==> src/rtl/pdpt_pkg.sv <==
package pdpt_pkg;
  localparam int WORD_W = 64;
  localparam int CTL_W  = 7;
  localparam int CR3_W  = 32;

  typedef enum logic {ST_IDLE = 1'b0, ST_LOAD = 1'b1} ld_state_e;

  // reserved bits of a present pointer word for a given physical width
  function automatic logic [WORD_W-1:0] rsv_mask(input int pa_w);
    logic [WORD_W-1:0] m;
    m = '0;
    for (int b = 0; b < WORD_W; b++) begin
      if (b >= pa_w) m[b] = 1'b1;
    end
    m[2:1] = 2'b11;
    m[8:5] = 4'b1111;
    return m;
  endfunction
endpackage

==> src/rtl/pdpt_trig.sv <==
module pdpt_trig
  import pdpt_pkg::*;
(
  input  logic             paging_en_i,
  input  logic             pae_en_i,
  input  logic             long_mode_i,
  input  logic             cr3_wr_i,
  input  logic             task_sw_i,
  input  logic             ctl_wr_i,
  input  logic [CTL_W-1:0] ctl_old_i,
  input  logic [CTL_W-1:0] ctl_new_i,
  output logic             pae_mode_o,
  output logic             trig_o
);
  logic ctl_chg;

  assign pae_mode_o = paging_en_i & pae_en_i & ~long_mode_i;
  assign ctl_chg    = ctl_wr_i & (|(ctl_old_i ^ ctl_new_i));
  assign trig_o     = pae_mode_o & (cr3_wr_i | task_sw_i | ctl_chg);
endmodule

==> src/rtl/pdpt_chk.sv <==
module pdpt_chk
  import pdpt_pkg::*;
#(
  parameter int PA_W = 36
) (
  input  logic [WORD_W-1:0] word_i,
  output logic              ok_o,
  output logic              bad_o
);
  localparam logic [WORD_W-1:0] RSV = rsv_mask(PA_W);
  logic rsv_hit;

  assign rsv_hit = |(word_i & RSV);
  assign ok_o    = word_i[0] & ~rsv_hit;
  assign bad_o   = word_i[0] & rsv_hit;
endmodule

==> src/rtl/pdpt_seq.sv <==
module pdpt_seq
  import pdpt_pkg::*;
#(
  parameter int PA_W  = 36,
  parameter int N_ENT = 4
) (
  input  logic             clk_i,
  input  logic             rst_ni,
  input  logic             trig_i,
  input  logic [CR3_W-1:0] cr3_i,
  input  logic             rd_valid_i,
  output logic             rd_req_o,
  output logic [PA_W-1:0]  rd_addr_o,
  output logic             wr_en_o,
  output logic [$clog2(N_ENT)-1:0] wr_idx_o,
  output logic             busy_o
);
  localparam int IDX_W  = $clog2(N_ENT);
  localparam int OFS_W  = IDX_W + 3;
  localparam int BASE_W = CR3_W - OFS_W;
  localparam logic [IDX_W-1:0] LAST = IDX_W'(N_ENT - 1);

  ld_state_e          st_q;
  logic [IDX_W-1:0]   idx_q;
  logic [BASE_W-1:0]  base_q;

  always_ff @(posedge clk_i or negedge rst_ni) begin
    if (!rst_ni) begin
      st_q   <= ST_IDLE;
      idx_q  <= '0;
      base_q <= '0;
    end else if (trig_i) begin
      st_q   <= ST_LOAD;
      idx_q  <= '0;
      base_q <= cr3_i[CR3_W-1:OFS_W];
    end else if (st_q == ST_LOAD && rd_valid_i) begin
      if (idx_q == LAST) st_q <= ST_IDLE;
      idx_q <= idx_q + IDX_W'(1);
    end
  end

  assign rd_req_o  = (st_q == ST_LOAD);
  assign rd_addr_o = PA_W'({base_q, idx_q, 3'b000});
  assign wr_en_o   = (st_q == ST_LOAD) & rd_valid_i & ~trig_i;
  assign wr_idx_o  = idx_q;
  assign busy_o    = (st_q == ST_LOAD);

  AST_ADDR_HELD: assert property (@(posedge clk_i) disable iff (!rst_ni)
    rd_req_o && !rd_valid_i && !trig_i |=> rd_req_o && rd_addr_o == $past(rd_addr_o));
  AST_RESTART_ZERO: assert property (@(posedge clk_i) disable iff (!rst_ni)
    trig_i |=> busy_o && rd_addr_o[OFS_W-1:0] == '0);
  AST_LAST_ENDS: assert property (@(posedge clk_i) disable iff (!rst_ni)
    busy_o && rd_valid_i && !trig_i && rd_addr_o[OFS_W-1:3] == LAST |=> !busy_o);
endmodule

==> src/rtl/pdpt_slot.sv <==
module pdpt_slot
  import pdpt_pkg::*;
(
  input  logic              clk_i,
  input  logic              rst_ni,
  input  logic              clr_i,
  input  logic              we_i,
  input  logic [WORD_W-1:0] wdata_i,
  input  logic              ok_i,
  input  logic              bad_i,
  output logic [WORD_W-1:0] data_o,
  output logic              vld_o,
  output logic              flt_o
);
  always_ff @(posedge clk_i or negedge rst_ni) begin
    if (!rst_ni) begin
      data_o <= '0;
      vld_o  <= 1'b0;
      flt_o  <= 1'b0;
    end else if (clr_i) begin
      vld_o  <= 1'b0;
      flt_o  <= 1'b0;
    end else if (we_i) begin
      data_o <= wdata_i;
      vld_o  <= ok_i;
      flt_o  <= bad_i;
    end
  end

  AST_FLAG_EXCL: assert property (@(posedge clk_i) disable iff (!rst_ni)
    !(vld_o && flt_o));
  AST_CLEAR: assert property (@(posedge clk_i) disable iff (!rst_ni)
    clr_i |=> !vld_o && !flt_o);
  AST_HOLD: assert property (@(posedge clk_i) disable iff (!rst_ni)
    !clr_i && !we_i |=> $stable(data_o) && $stable(vld_o) && $stable(flt_o));
endmodule

==> src/rtl/pdpt_loader.sv <==
module pdpt_loader
  import pdpt_pkg::*;
#(
  parameter int PA_W  = 36,
  parameter int N_ENT = 4
) (
  input  logic                          clk_i,
  input  logic                          rst_ni,
  input  logic [31:0]                   cr3_i,
  input  logic                          paging_en_i,
  input  logic                          pae_en_i,
  input  logic                          long_mode_i,
  input  logic                          cr3_wr_i,
  input  logic                          task_sw_i,
  input  logic                          ctl_wr_i,
  input  logic [6:0]                    ctl_old_i,
  input  logic [6:0]                    ctl_new_i,
  output logic                          rd_req_o,
  output logic [PA_W-1:0]               rd_addr_o,
  input  logic                          rd_valid_i,
  input  logic [63:0]                   rd_data_i,
  output logic [N_ENT-1:0][63:0]        ent_o,
  output logic [N_ENT-1:0]              ent_vld_o,
  output logic [N_ENT-1:0]              ent_flt_o,
  output logic                          busy_o
);
  localparam int IDX_W = $clog2(N_ENT);

  logic             pae_mode, trig;
  logic             wr_en, w_ok, w_bad;
  logic [IDX_W-1:0] wr_idx;

  pdpt_trig u_trig (
    .paging_en_i (paging_en_i),
    .pae_en_i    (pae_en_i),
    .long_mode_i (long_mode_i),
    .cr3_wr_i    (cr3_wr_i),
    .task_sw_i   (task_sw_i),
    .ctl_wr_i    (ctl_wr_i),
    .ctl_old_i   (ctl_old_i),
    .ctl_new_i   (ctl_new_i),
    .pae_mode_o  (pae_mode),
    .trig_o      (trig)
  );

  pdpt_seq #(.PA_W(PA_W), .N_ENT(N_ENT)) u_seq (
    .clk_i      (clk_i),
    .rst_ni     (rst_ni),
    .trig_i     (trig),
    .cr3_i      (cr3_i),
    .rd_valid_i (rd_valid_i),
    .rd_req_o   (rd_req_o),
    .rd_addr_o  (rd_addr_o),
    .wr_en_o    (wr_en),
    .wr_idx_o   (wr_idx),
    .busy_o     (busy_o)
  );

  pdpt_chk #(.PA_W(PA_W)) u_chk (
    .word_i (rd_data_i),
    .ok_o   (w_ok),
    .bad_o  (w_bad)
  );

  for (genvar g = 0; g < N_ENT; g++) begin : g_slot
    pdpt_slot u_slot (
      .clk_i   (clk_i),
      .rst_ni  (rst_ni),
      .clr_i   (trig),
      .we_i    (wr_en && wr_idx == IDX_W'(g)),
      .wdata_i (rd_data_i),
      .ok_i    (w_ok),
      .bad_i   (w_bad),
      .data_o  (ent_o[g]),
      .vld_o   (ent_vld_o[g]),
      .flt_o   (ent_flt_o[g])
    );
  end

  AST_START_IN_PAE: assert property (@(posedge clk_i) disable iff (!rst_ni)
    $rose(busy_o) |-> $past(pae_mode));
endmodule

==> config.mk <==
export PLATFORM = sky130hd
export DESIGN_NAME = pdpt_loader
export DESIGN_NICKNAME = d
export VERILOG_FILES = /design/src/rtl/pdpt_pkg.sv /design/src/rtl/pdpt_trig.sv /design/src/rtl/pdpt_chk.sv /design/src/rtl/pdpt_seq.sv /design/src/rtl/pdpt_slot.sv /design/src/rtl/pdpt_loader.sv
export SDC_FILE = /design/constraint.sdc
export NUM_CORES = 1
export LEC_CHECK = 0
export BUFFER_PORTS_ARGS = -buffer_cell sky130_fd_sc_hd__buf_2
export CORE_AREA = 2 2 165 167
export DETAILED_ROUTE_END_ITERATION = 10
export DIE_AREA = 0 0 167 169
export PLACE_DENSITY_LB_ADDON = 0.2
export SLEW_MARGIN = 20
export SYNTH_ARGS = -nofsm -noshare
export SYNTH_HDL_FRONTEND = slang
export SYNTH_HIERARCHICAL = 1
export SYNTH_SLANG_ARGS = --single-unit
==> constraint.sdc <==
create_clock -name clk_i -period 1.98 [get_ports clk_i]
set_input_delay 0.198 -clock clk_i [delete_from_list [all_inputs] [get_ports clk_i]]
set_output_delay 0.198 -clock clk_i [all_outputs]
set_load 0.05 [all_outputs]
==> results.md, run 1 <==
- Placer Congestion: 0.7783
- Top-level port count: 421
- Routed len/inst: 20.71 um
- CTS tree: yes
- Max Transition Viols Final: 0
- Die area: 28220 um2
- Cell count after synthesis: 682
- Clk Latency, worst-skew pair: 550 ps
- Yosys Warn Count: 6
- Synth top area share: 0.5849
- Final Hold Fails: 0
- Endpoints failing setup: 0
- Fraction of registers with async set/reset: 1.000
- Area growth syn-to-layout: 35.18%
- CTS buffer count: 30
- Cell taking the most area after synthesis: dfrtp_1
- Std cell rows: 60
- Kind of critical path: input port to flip-flop
- Clk sinks: 294
- Type of the most critical hold path: input port to flip-flop
- CTS Root Cell: clkbuf_16
- Detailed Place HPWL: 22.77 mm
- Crit path max fanout: 5
- Remaining DRCs: 0
- Final WL: 32.87 mm
- WP data arrival: 2260 ps
- Crit. End Element: flip-flop
- Chip Height: 169 um
- Area after DPL: 15080 um2
- Synth area leaders: dfrtp_1, mux2_4, buf_12
- Final #Nets: 1342
- Finished Layout Cells: 1587
- Port Buffers: 408
- Vias in the first global route: 8394
- Total of max-cap violations: 0
- Fin crit period: 1847 ps
- Starting Density: 0.4746
- First-pass GRT wire length: 50.45 mm
- Clk_skew: 5.981 ps
- Drt pass-1 iters: 4
- # placed instances: 1443
- CP required: 2390 ps
- F_max: 0.5415 GHz
- Post-synthesis sequential area ratio: 0.5849
- Outcome: finished, final reports clean
- WHS Path Cells: 2
- Multi-input gate area: 4646 um2
- Top FF cell, synth: dfrtp_1
- Finished Cell Area: 17000 um2
- EDFF count, synth: 0
- Tightest hold margin: 25.35 ps
- Yosys cell types: 29
- DRT antenna net count: 0
- Longest Clk Path Bufs: 3
- Htree depth: 1
- Mean Syn Cell Area: 18.44 um2
- Slew @ Worst Pin: 493.2 ps
- Die span in x: 167 um
- Via count: 7735
- Area of the mapped netlist: 12580 um2
- Largest net degree at the start of global routing: 53
- Fillers: 1932
- Crit start category: input port
- Gr usage total: 0.2288
- Sequential Area: 7357 um2
- DR iter-0 viols: 325
- Fin crit share: 0.9327
- Rel. slew slack: 0.6682
- Reg2reg path depth: 6
- Number of synthesized register bits: 294
- Via density: 4.874
- Share of layout cells above drive strength 1: 0.6434
- RSZ-0062 raised after global routing: false
- GRT overflow: 0
- Core area: 26500 um2
- Worst-path clk slew: 60 ps
- Initial antenna violation count: 1
==> what timing repair did <==
item,in CTS,in global routing
buffers inserted,0,0
hold buffers,88,0
gates resized for setup,0,1
endpoints found under the hold margin,498,0
endpoints found under the setup margin,0,4
==> metrics by stage <==
step,worst slack [ps],utilization,TNS (ps)
after global placement,-368.7,0.5691,-78010
final,133.3,0.6416,0
after floorplan,-457.9,-,-106140
after global routing,49.05,0.6416,0
after detailed placement,-385.8,0.5691,-78970
after CTS,38.56,0.6413,0
==> cell usage in the layout (no fill, tap or decap), drive strengths merged, types with 2 or more instances in the layout <==
cell	count
nor2b	5
dlygate4sd3	88
nor2	12
nor4	10
clkbuf	47
nand2	3
mux2	284
xor2	7
dfrtp	294
clkinv	5
mux2i	8
buf	455
bufinv	2
nand3	2
and3b	3
conb	7
==> state kept, by name, summed over array words and instances (netlist names) <==
register	count
u_seq/wr_idx_o	2
g_slot.u_slot/vld_o	4
u_seq/busy_o	1
u_seq/base_q	27
g_slot.u_slot/flt_o	4
g_slot.u_slot/data_o	256
==> critical path: stages <==
cell	delay [ps]
dlygate4sd3_1	530
buf_2	150
nor4_1	470
nand3_1	260
o31a_1	400
mux2i_1	180
nor2_1	50
==> cells by family after synthesis <==
kind of cell / Yosys count / share of synthesized area
adders and majority gates: 1 / 0.0009946
AOI/OAI and AO/OA: 6 / 0.003582
other: 1 / 0.0002981
muxes: 292 / 0.3322
buffers and inverters: 42 / 0.05292
xor gates and xnor gates: 7 / 0.004874
DFF: 294 / 0.5849
and+or+nand+nor: 39 / 0.02019
==> synth_stat cells, types with 2 or more instances <==
library cell and instances:
dfrtp_1 294, mux2_4 240, mux2_2 44, buf_12 28, buf_4 12, nor2_1 12, nor4_1 9, mux2i_1 8
xor2_1 7, nor2b_4 4, and3b_1 3, nand2_1 3, nand3_1 2
==> area by class of cell <==
class / instances / share of cell area
Sequential cell: 294 / 0.4327
Multi-Input combinational cell: 352 / 0.2732
Timing Repair Buffer: 543 / 0.2079
Clock buffer: 47 / 0.05504
Tap cell: 341 / 0.02509
Clock inverter: 8 / 0.005666
Inverter: 1 / 0.0002208
Antenna cell: 1 / 0.0001472
==> final timing paths <==
path	from	endpoint	slack [ps]
worst max-delay path	rd_data_i[48]	g_slot[2].u_slot/flt_o	130
worst min-delay path	rd_data_i[56]	g_slot[3].u_slot/data_o[56]	30
min in group asynchronous	rst_ni	g_slot[3].u_slot/data_o[37]	170
worst min register to register	u_seq/base_q[23]	u_seq/base_q[23]	500
worst max register to register	u_seq/busy_o	g_slot[0].u_slot/data_o[63]	150
max in group asynchronous	rst_ni	g_slot[0].u_slot/data_o[55]	1090
==> routing by layer <==
metal  GRT usage  vias to the layer above  wire length [um]
met5           0                        -                 0
met4     0.07384                        0               977
met3     0.06032                       56              2439
met2      0.3829                      313             16080
met1      0.2918                     3888             13380
li1            -                     3478                 -
Power of run 1 is not shown: default switching activity piles up to over one toggle a cycle in this logic, so the estimate is an artifact.
==> inputs of run 2 (changes only) <==
CORE_AREA = 2 2 162 164   (was 2 2 165 167)
DIE_AREA = 0 0 164 166   (was 0 0 167 169)
==> run 2 against run 1 <==
  * Global-route usage is 0.36 points lower
  * Sequential cell count stayed put
  * Critical path depth is 2 higher
  * Maximum frequency hardly changed
  * Critical endpoint is now g_slot[3].u_slot/data_o[4]
==> results.md, run 2 (same netlist as run 1, synthesis figures left out) <==
- Outcome: finished, final reports clean (unchanged)
- Top-level port count: 421 (unchanged)
- Final #Nets: 1338 (was 1342)
- Clk_skew: 8.566 ps (was 5.981 ps)
- Clk Latency, worst-skew pair: 540 ps (was 550 ps)
- Hold Path Origin: rd_data_i[61] (was rd_data_i[56])
- Crit path max fanout: 12 (was 5)
- Core area: 25620 um2 (was 26500 um2)
- Kind of critical path: input port to flip-flop (unchanged)
- CTS tree: yes (unchanged)
- WP data arrival: 2270 ps (was 2260 ps)
- Share of layout cells above drive strength 1: 0.6363 (was 0.6434)
- Drt pass-1 iters: 4 (unchanged)
- ANT cells: 0 (was 1)
- Final Hold Fails: 0 (unchanged)
- Die area: 27220 um2 (was 28220 um2)
- CP required: 2400 ps (was 2390 ps)
- Biggest registers after layout: g_slot.u_slot/data_o: 256 flops, u_seq/base_q: 27 flops (unchanged)
- Htree depth: 1 (unchanged)
- Initial antenna violation count: 0 (was 1)
- Most common cell after layout, fill and taps aside: buf_2 (unchanged)
- Total of max-cap violations: 0 (unchanged)
- Worst-path clk slew: 60 ps (about the same)
- Type of the most critical hold path: input port to flip-flop (unchanged)
- Starting Density: 0.4910 (was 0.4746)
- Largest register FFs: 256 (unchanged)
- Max Transition Viols Final: 0 (unchanged)
- DRT antenna net count: 0 (unchanged)
- Final WL: 31.04 mm (was 32.87 mm)
- Longest Clk Path Bufs: 3 (unchanged)
- Hold_buf cts: 90 (was 88)
- Remaining DRCs: 0 (unchanged)
- RR Startpoint: u_seq/busy_o (unchanged)
- Fillers: 1831 (was 1932)
- Gr usage total: 0.2252 (was 0.2288)
- Area growth syn-to-layout: 34.09% (was 35.18%)
- CTS buffer count: 30 (unchanged)
- Fin crit share: 0.9336 (was 0.9327)
- Crit. End Element: flip-flop (unchanged)
- Via count: 7709 (was 7735)
- Crit path from: rd_valid_i (was rd_data_i[48])
- Clk sinks: 294 (unchanged)
- Via density: 4.895 (was 4.874)
- Area after DPL: 14970 um2 (was 15080 um2)
- First-pass GRT wire length: 48.01 mm (was 50.45 mm)
- Port Buffers: 408 (unchanged)
- Detailed Place HPWL: 21.44 mm (was 22.77 mm)
- Die span in x: 164 um (was 167 um)
- CTS Root Cell: clkbuf_16 (unchanged)
- Endpoints failing setup: 0 (unchanged)
- Routed len/inst: 19.71 um (was 20.71 um)
- Std cell rows: 59 (was 60)
- Crit start category: input port (unchanged)
- Setup bufs post-CTS: 0 (unchanged)
- Vias in the first global route: 8218 (was 8394)
- Largest net degree at the start of global routing: 55 (was 53)
- Fin crit period: 1848 ps (was 1847 ps)
- Top reg by flops: g_slot.u_slot/data_o (unchanged)
- Post-CTS resize count: 0 (unchanged)
- Finished Cell Area: 16870 um2 (was 17000 um2)
- F_max: 0.5410 GHz (was 0.5415 GHz)
- Chip Height: 166 um (was 169 um)
- Commonest cells after routing, fill and taps aside: buf_2, dfrtp_1, mux2_4 (unchanged)
- Placer Congestion: 0.7943 (was 0.7783)
- RSZ-0062 raised after global routing: false (unchanged)
- DR iter-0 viols: 405 (was 325)
- GRT overflow: 0 (unchanged)
==> run 2: changes by cell type in the layout (fill, tap and decap cells not counted), sizes merged <==
cell / delta
dlygate4sd3: +2
buf: -6
diode: -1
clkbuf: +2
clkinvlp: -1
clkinv: -2
==> run 2: worst paths after layout <==
| kind | end | slack (ps) | depth (start not counted) |
|---|---|---|---|
| worst max-delay path | g_slot[3].u_slot/data_o[4] | 130 | 9 |
| worst min-delay path | g_slot[0].u_slot/data_o[61] | 20 | 2 |
| worst max register to register | g_slot[3].u_slot/data_o[4] | 150 | 7 |
| worst min register to register | g_slot[3].u_slot/data_o[58] | 500 | 1 |
| max in group asynchronous | g_slot[2].u_slot/data_o[7] | 1140 | 3 |
| min in group asynchronous | g_slot[1].u_slot/data_o[22] | 170 | 2 |
==> run 2: routing by layer <==
metal | global-route usage | vias up | wire length, um
met5 | 0 | - | 0
met4 | 0.08162 | 0 | 1017
met3 | 0.04670 | 57 | 2090
met2 | 0.3719 | 319 | 14830
met1 | 0.2939 | 3877 | 13100
li1 | - | 3456 | -
==> run 2: final cells by class <==
class                   count  area [um2]  share of cell area
clock inverters             5       75.07            0.004451
well taps                 335       419.2             0.02485
repair buffers            539        3448              0.2045
flip-flops and latches    294        7357              0.4362
inverters                   1       3.754           0.0002226
clock buffers              49       923.4             0.05475
multi-input cells         352        4639              0.2751
==> run 2: critical path, stage by stage <==
cell,delay [ps]
dlygate4sd3_1,570
buf_2,150
nand2_1,110
nor2_4,140
and3_2,220
nor2b_4,190
buf_4,190
buf_12,170
mux2_4,310
==> run 2: per-stage QoR <==
stage          TNS (ps)  hold slack (ps)  setup slack [ps]  utilization  std cells
5_1_grt               0            15.77             33.81       0.6584       1575
4_1_cts               0            12.94             120.2       0.6584       1575
3_3_place_gp     -78590            167.2            -354.3       0.5843       1431
3_5_place_dp     -83250            166.2            -381.0       0.5843       1431
6_report              0            19.58             131.5       0.6584       1575
2_1_floorplan   -106140           -97.59            -457.9            -        688
Power of run 2 is left out for the same reason.
==> inputs of run 3 (changes only) <==
HOLD_SLACK_MARGIN = 0.15   (was default)
==> run 3 against run 2 <==
  * Sequential share of layout area shrank 0.077 points
  * Non-clock buffer count grew 3
  * Register-to-register slack is essentially flat
  * Utilization grew 0.12 points
  * Clock skew shrank 0.67 ps
  * Count of clock-buffer cells in the layout is the same
  * Hold slack gained 160 ps
  * First-iteration DRC count shrank 1.7%
  * Critical path type unchanged
==> results.md, run 3 (same netlist as run 1, synthesis figures left out) <==
- Vias in the first global route: 8251 (was 8218)
- CTS tree: yes (unchanged)
- Most common cell after layout, fill and taps aside: buf_2 (unchanged)
- Gr usage total: 0.2264 (was 0.2252)
- Slowest-stage cell, CP: dlygate4sd3_1 (unchanged)
- GR Util met2: 0.3719 (unchanged)
- First-pass GRT wire length: 48.26 mm (was 48.01 mm)
- Area growth syn-to-layout: 34.33% (was 34.09%)
- CTS buffer count: 30 (unchanged)
- Final #Nets: 1341 (was 1338)
- Chip Height: 166 um (unchanged)
- Longest Clk Path Bufs: 3 (unchanged)
- Kind of critical path: input port to flip-flop (unchanged)
- Drt pass-1 iters: 4 (unchanged)
- Setup bufs post-CTS: 0 (unchanged)
- Final Hold Fails: 0 (unchanged)
- Final WL: 31.19 mm (was 31.04 mm)
- Total of max-cap violations: 0 (unchanged)
- Htree depth: 1 (unchanged)
- Endpoints failing setup: 0 (unchanged)
- Fin crit share: 0.9330 (was 0.9336)
- Commonest cells after routing, fill and taps aside: buf_2, dfrtp_1, mux2_4 (unchanged)
- Initial antenna violation count: 0 (unchanged)
- Clk Latency, worst-skew pair: 540 ps (about the same)
- Worst setup path endpoint: g_slot[3].u_slot/data_o[4] (unchanged)
- Share of layout cells above drive strength 1: 0.6348 (was 0.6363)
- Port Buffers: 408 (unchanged)
- CP cell instances: dlygate4sd3_1, buf_2, nand2_1, nor2_4, and3_2, nor2b_4, buf_4, buf_12, mux2_4 (unchanged)
- Top reg by flops: g_slot.u_slot/data_o (unchanged)
- Biggest registers after layout: g_slot.u_slot/data_o: 256 flops, u_seq/base_q: 27 flops (unchanged)
- Placer Congestion: 0.7943 (unchanged)
- Crit path max fanout: 12 (unchanged)
- Core area: 25620 um2 (unchanged)
- Largest net degree at the start of global routing: 55 (unchanged)
- RSZ-0062 raised after global routing: false (unchanged)
- Clk sinks: 294 (unchanged)
- Clk_skew: 7.893 ps (was 8.566 ps)
- Via count: 7727 (was 7709)
- CP peak stage delay: 570 ps (about the same)
- CP required: 2400 ps (about the same)
- Outcome: finished, final reports clean (unchanged)
- M1 GR Usage: 0.2962 (was 0.2939)
- Std cell rows: 59 (unchanged)
- F_max: 0.5413 GHz (was 0.5410 GHz)
- DR iter-0 viols: 398 (was 405)
- Remaining DRCs: 0 (unchanged)
- Crit. End Element: flip-flop (unchanged)
- Crit start category: input port (unchanged)
- Routed len/inst: 19.76 um (was 19.71 um)
- Post-CTS resize count: 0 (unchanged)
- RR Startpoint: u_seq/busy_o (unchanged)
- Reg2reg path depth: 7 (unchanged)
- Top-level port count: 421 (unchanged)
- Max Transition Viols Final: 0 (unchanged)
- CTS Root Cell: clkbuf_16 (unchanged)
- Type of the most critical hold path: input port to async pin (was input port to flip-flop)
- Fin crit period: 1847 ps (was 1848 ps)
- Setup TNS: 0 ps (unchanged)
- ANT cells: 0 (unchanged)
- R2r setup slk: 150 ps (about the same)
- Met3 Use GR: 0.04695 (was 0.04670)
- FF-to-FF End: g_slot[3].u_slot/data_o[4] (unchanged)
- DRT antenna net count: 0 (unchanged)
- WP data arrival: 2270 ps (about the same)
- Die span in x: 164 um (unchanged)
- Crit path from: rd_valid_i (unchanged)
- GRT overflow: 0 (unchanged)
- Die area: 27220 um2 (unchanged)
- Largest register FFs: 256 (unchanged)
- Gr busiest metal: met2 (unchanged)
- Detailed Place HPWL: 21.44 mm (unchanged)
- Starting Density: 0.4910 (unchanged)
- Worst-path clk slew: 60 ps (about the same)
- Via density: 4.897 (was 4.895)
-- run 3: cell types whose count changed in the layout (fill, tap and decap cells not counted), sizes merged --
| cell | delta |
|---|---|
| dlygate4sd3 | +3 |
-- run 3: final cells by class --
type,count,area [um2]
inverters,1,3.754
clock inverters,5,75.07
repair buffers,542,3478
clock buffers,49,923.4
well taps,335,419.2
flip-flops and latches,294,7357
multi-input cells,352,4639
fillers,1824,8720
-- run 3: worst min-delay path by stage --
| stage | slack (ps) | from | to |
|---|---|---|---|
| after detailed placement | 170 | rst_ni | g_slot[2].u_slot/data_o[22] |
| final | 170 | rst_ni | g_slot[1].u_slot/data_o[22] |
| after global placement | 170 | rst_ni | g_slot[2].u_slot/data_o[22] |
| after floorplan | -100 | rst_ni | g_slot[0].u_slot/data_o[0] |
| after CTS | 190 | rst_ni | g_slot[2].u_slot/data_o[22] |
| after global routing | 200 | rst_ni | g_slot[2].u_slot/data_o[22] |
-- run 3: metal layers --
layer | wire [um] | share of wire | vias to the layer above
met1 | 13220 | 0.42 | 3875
met4 | 1065 | 0.034 | 0
met2 | 14850 | 0.48 | 330
li1 | - | - | 3461
met5 | 0 | 0 | -
met3 | 2051 | 0.066 | 61
-- run 3: worst max-delay path: cells and delay by family --
family	cells	cell delay (ps)
AND/OR/NAND/NOR	4	660
multiplexers	1	310
buffers and inverters	4	1080
-- run 3: stage by stage --
step / hold slack [ps] / instances / setup slack, ps / utilization / area, um2
floorplan: -97.59 / 688 / -457.9 / - / 12660
global placement: 167.2 / 1431 / -354.3 / 0.5843 / 14970
detailed placement: 166.2 / 1431 / -381.0 / 0.5843 / 14970
CTS: 188.2 / 1578 / 120.2 / 0.6596 / 16900
global route: 197.8 / 1578 / 33.81 / 0.6596 / 16900
finish: 175.0 / 1578 / 132.6 / 0.6596 / 16900
-- run 3: what timing repair did --
item / 4_1_cts / 5_1_grt
endpoints found under the setup margin: 0 / 0
hold buffers: 93 / 0
hold endpoints to repair: 580 / 0
Power of run 3 is left out for the same reason.
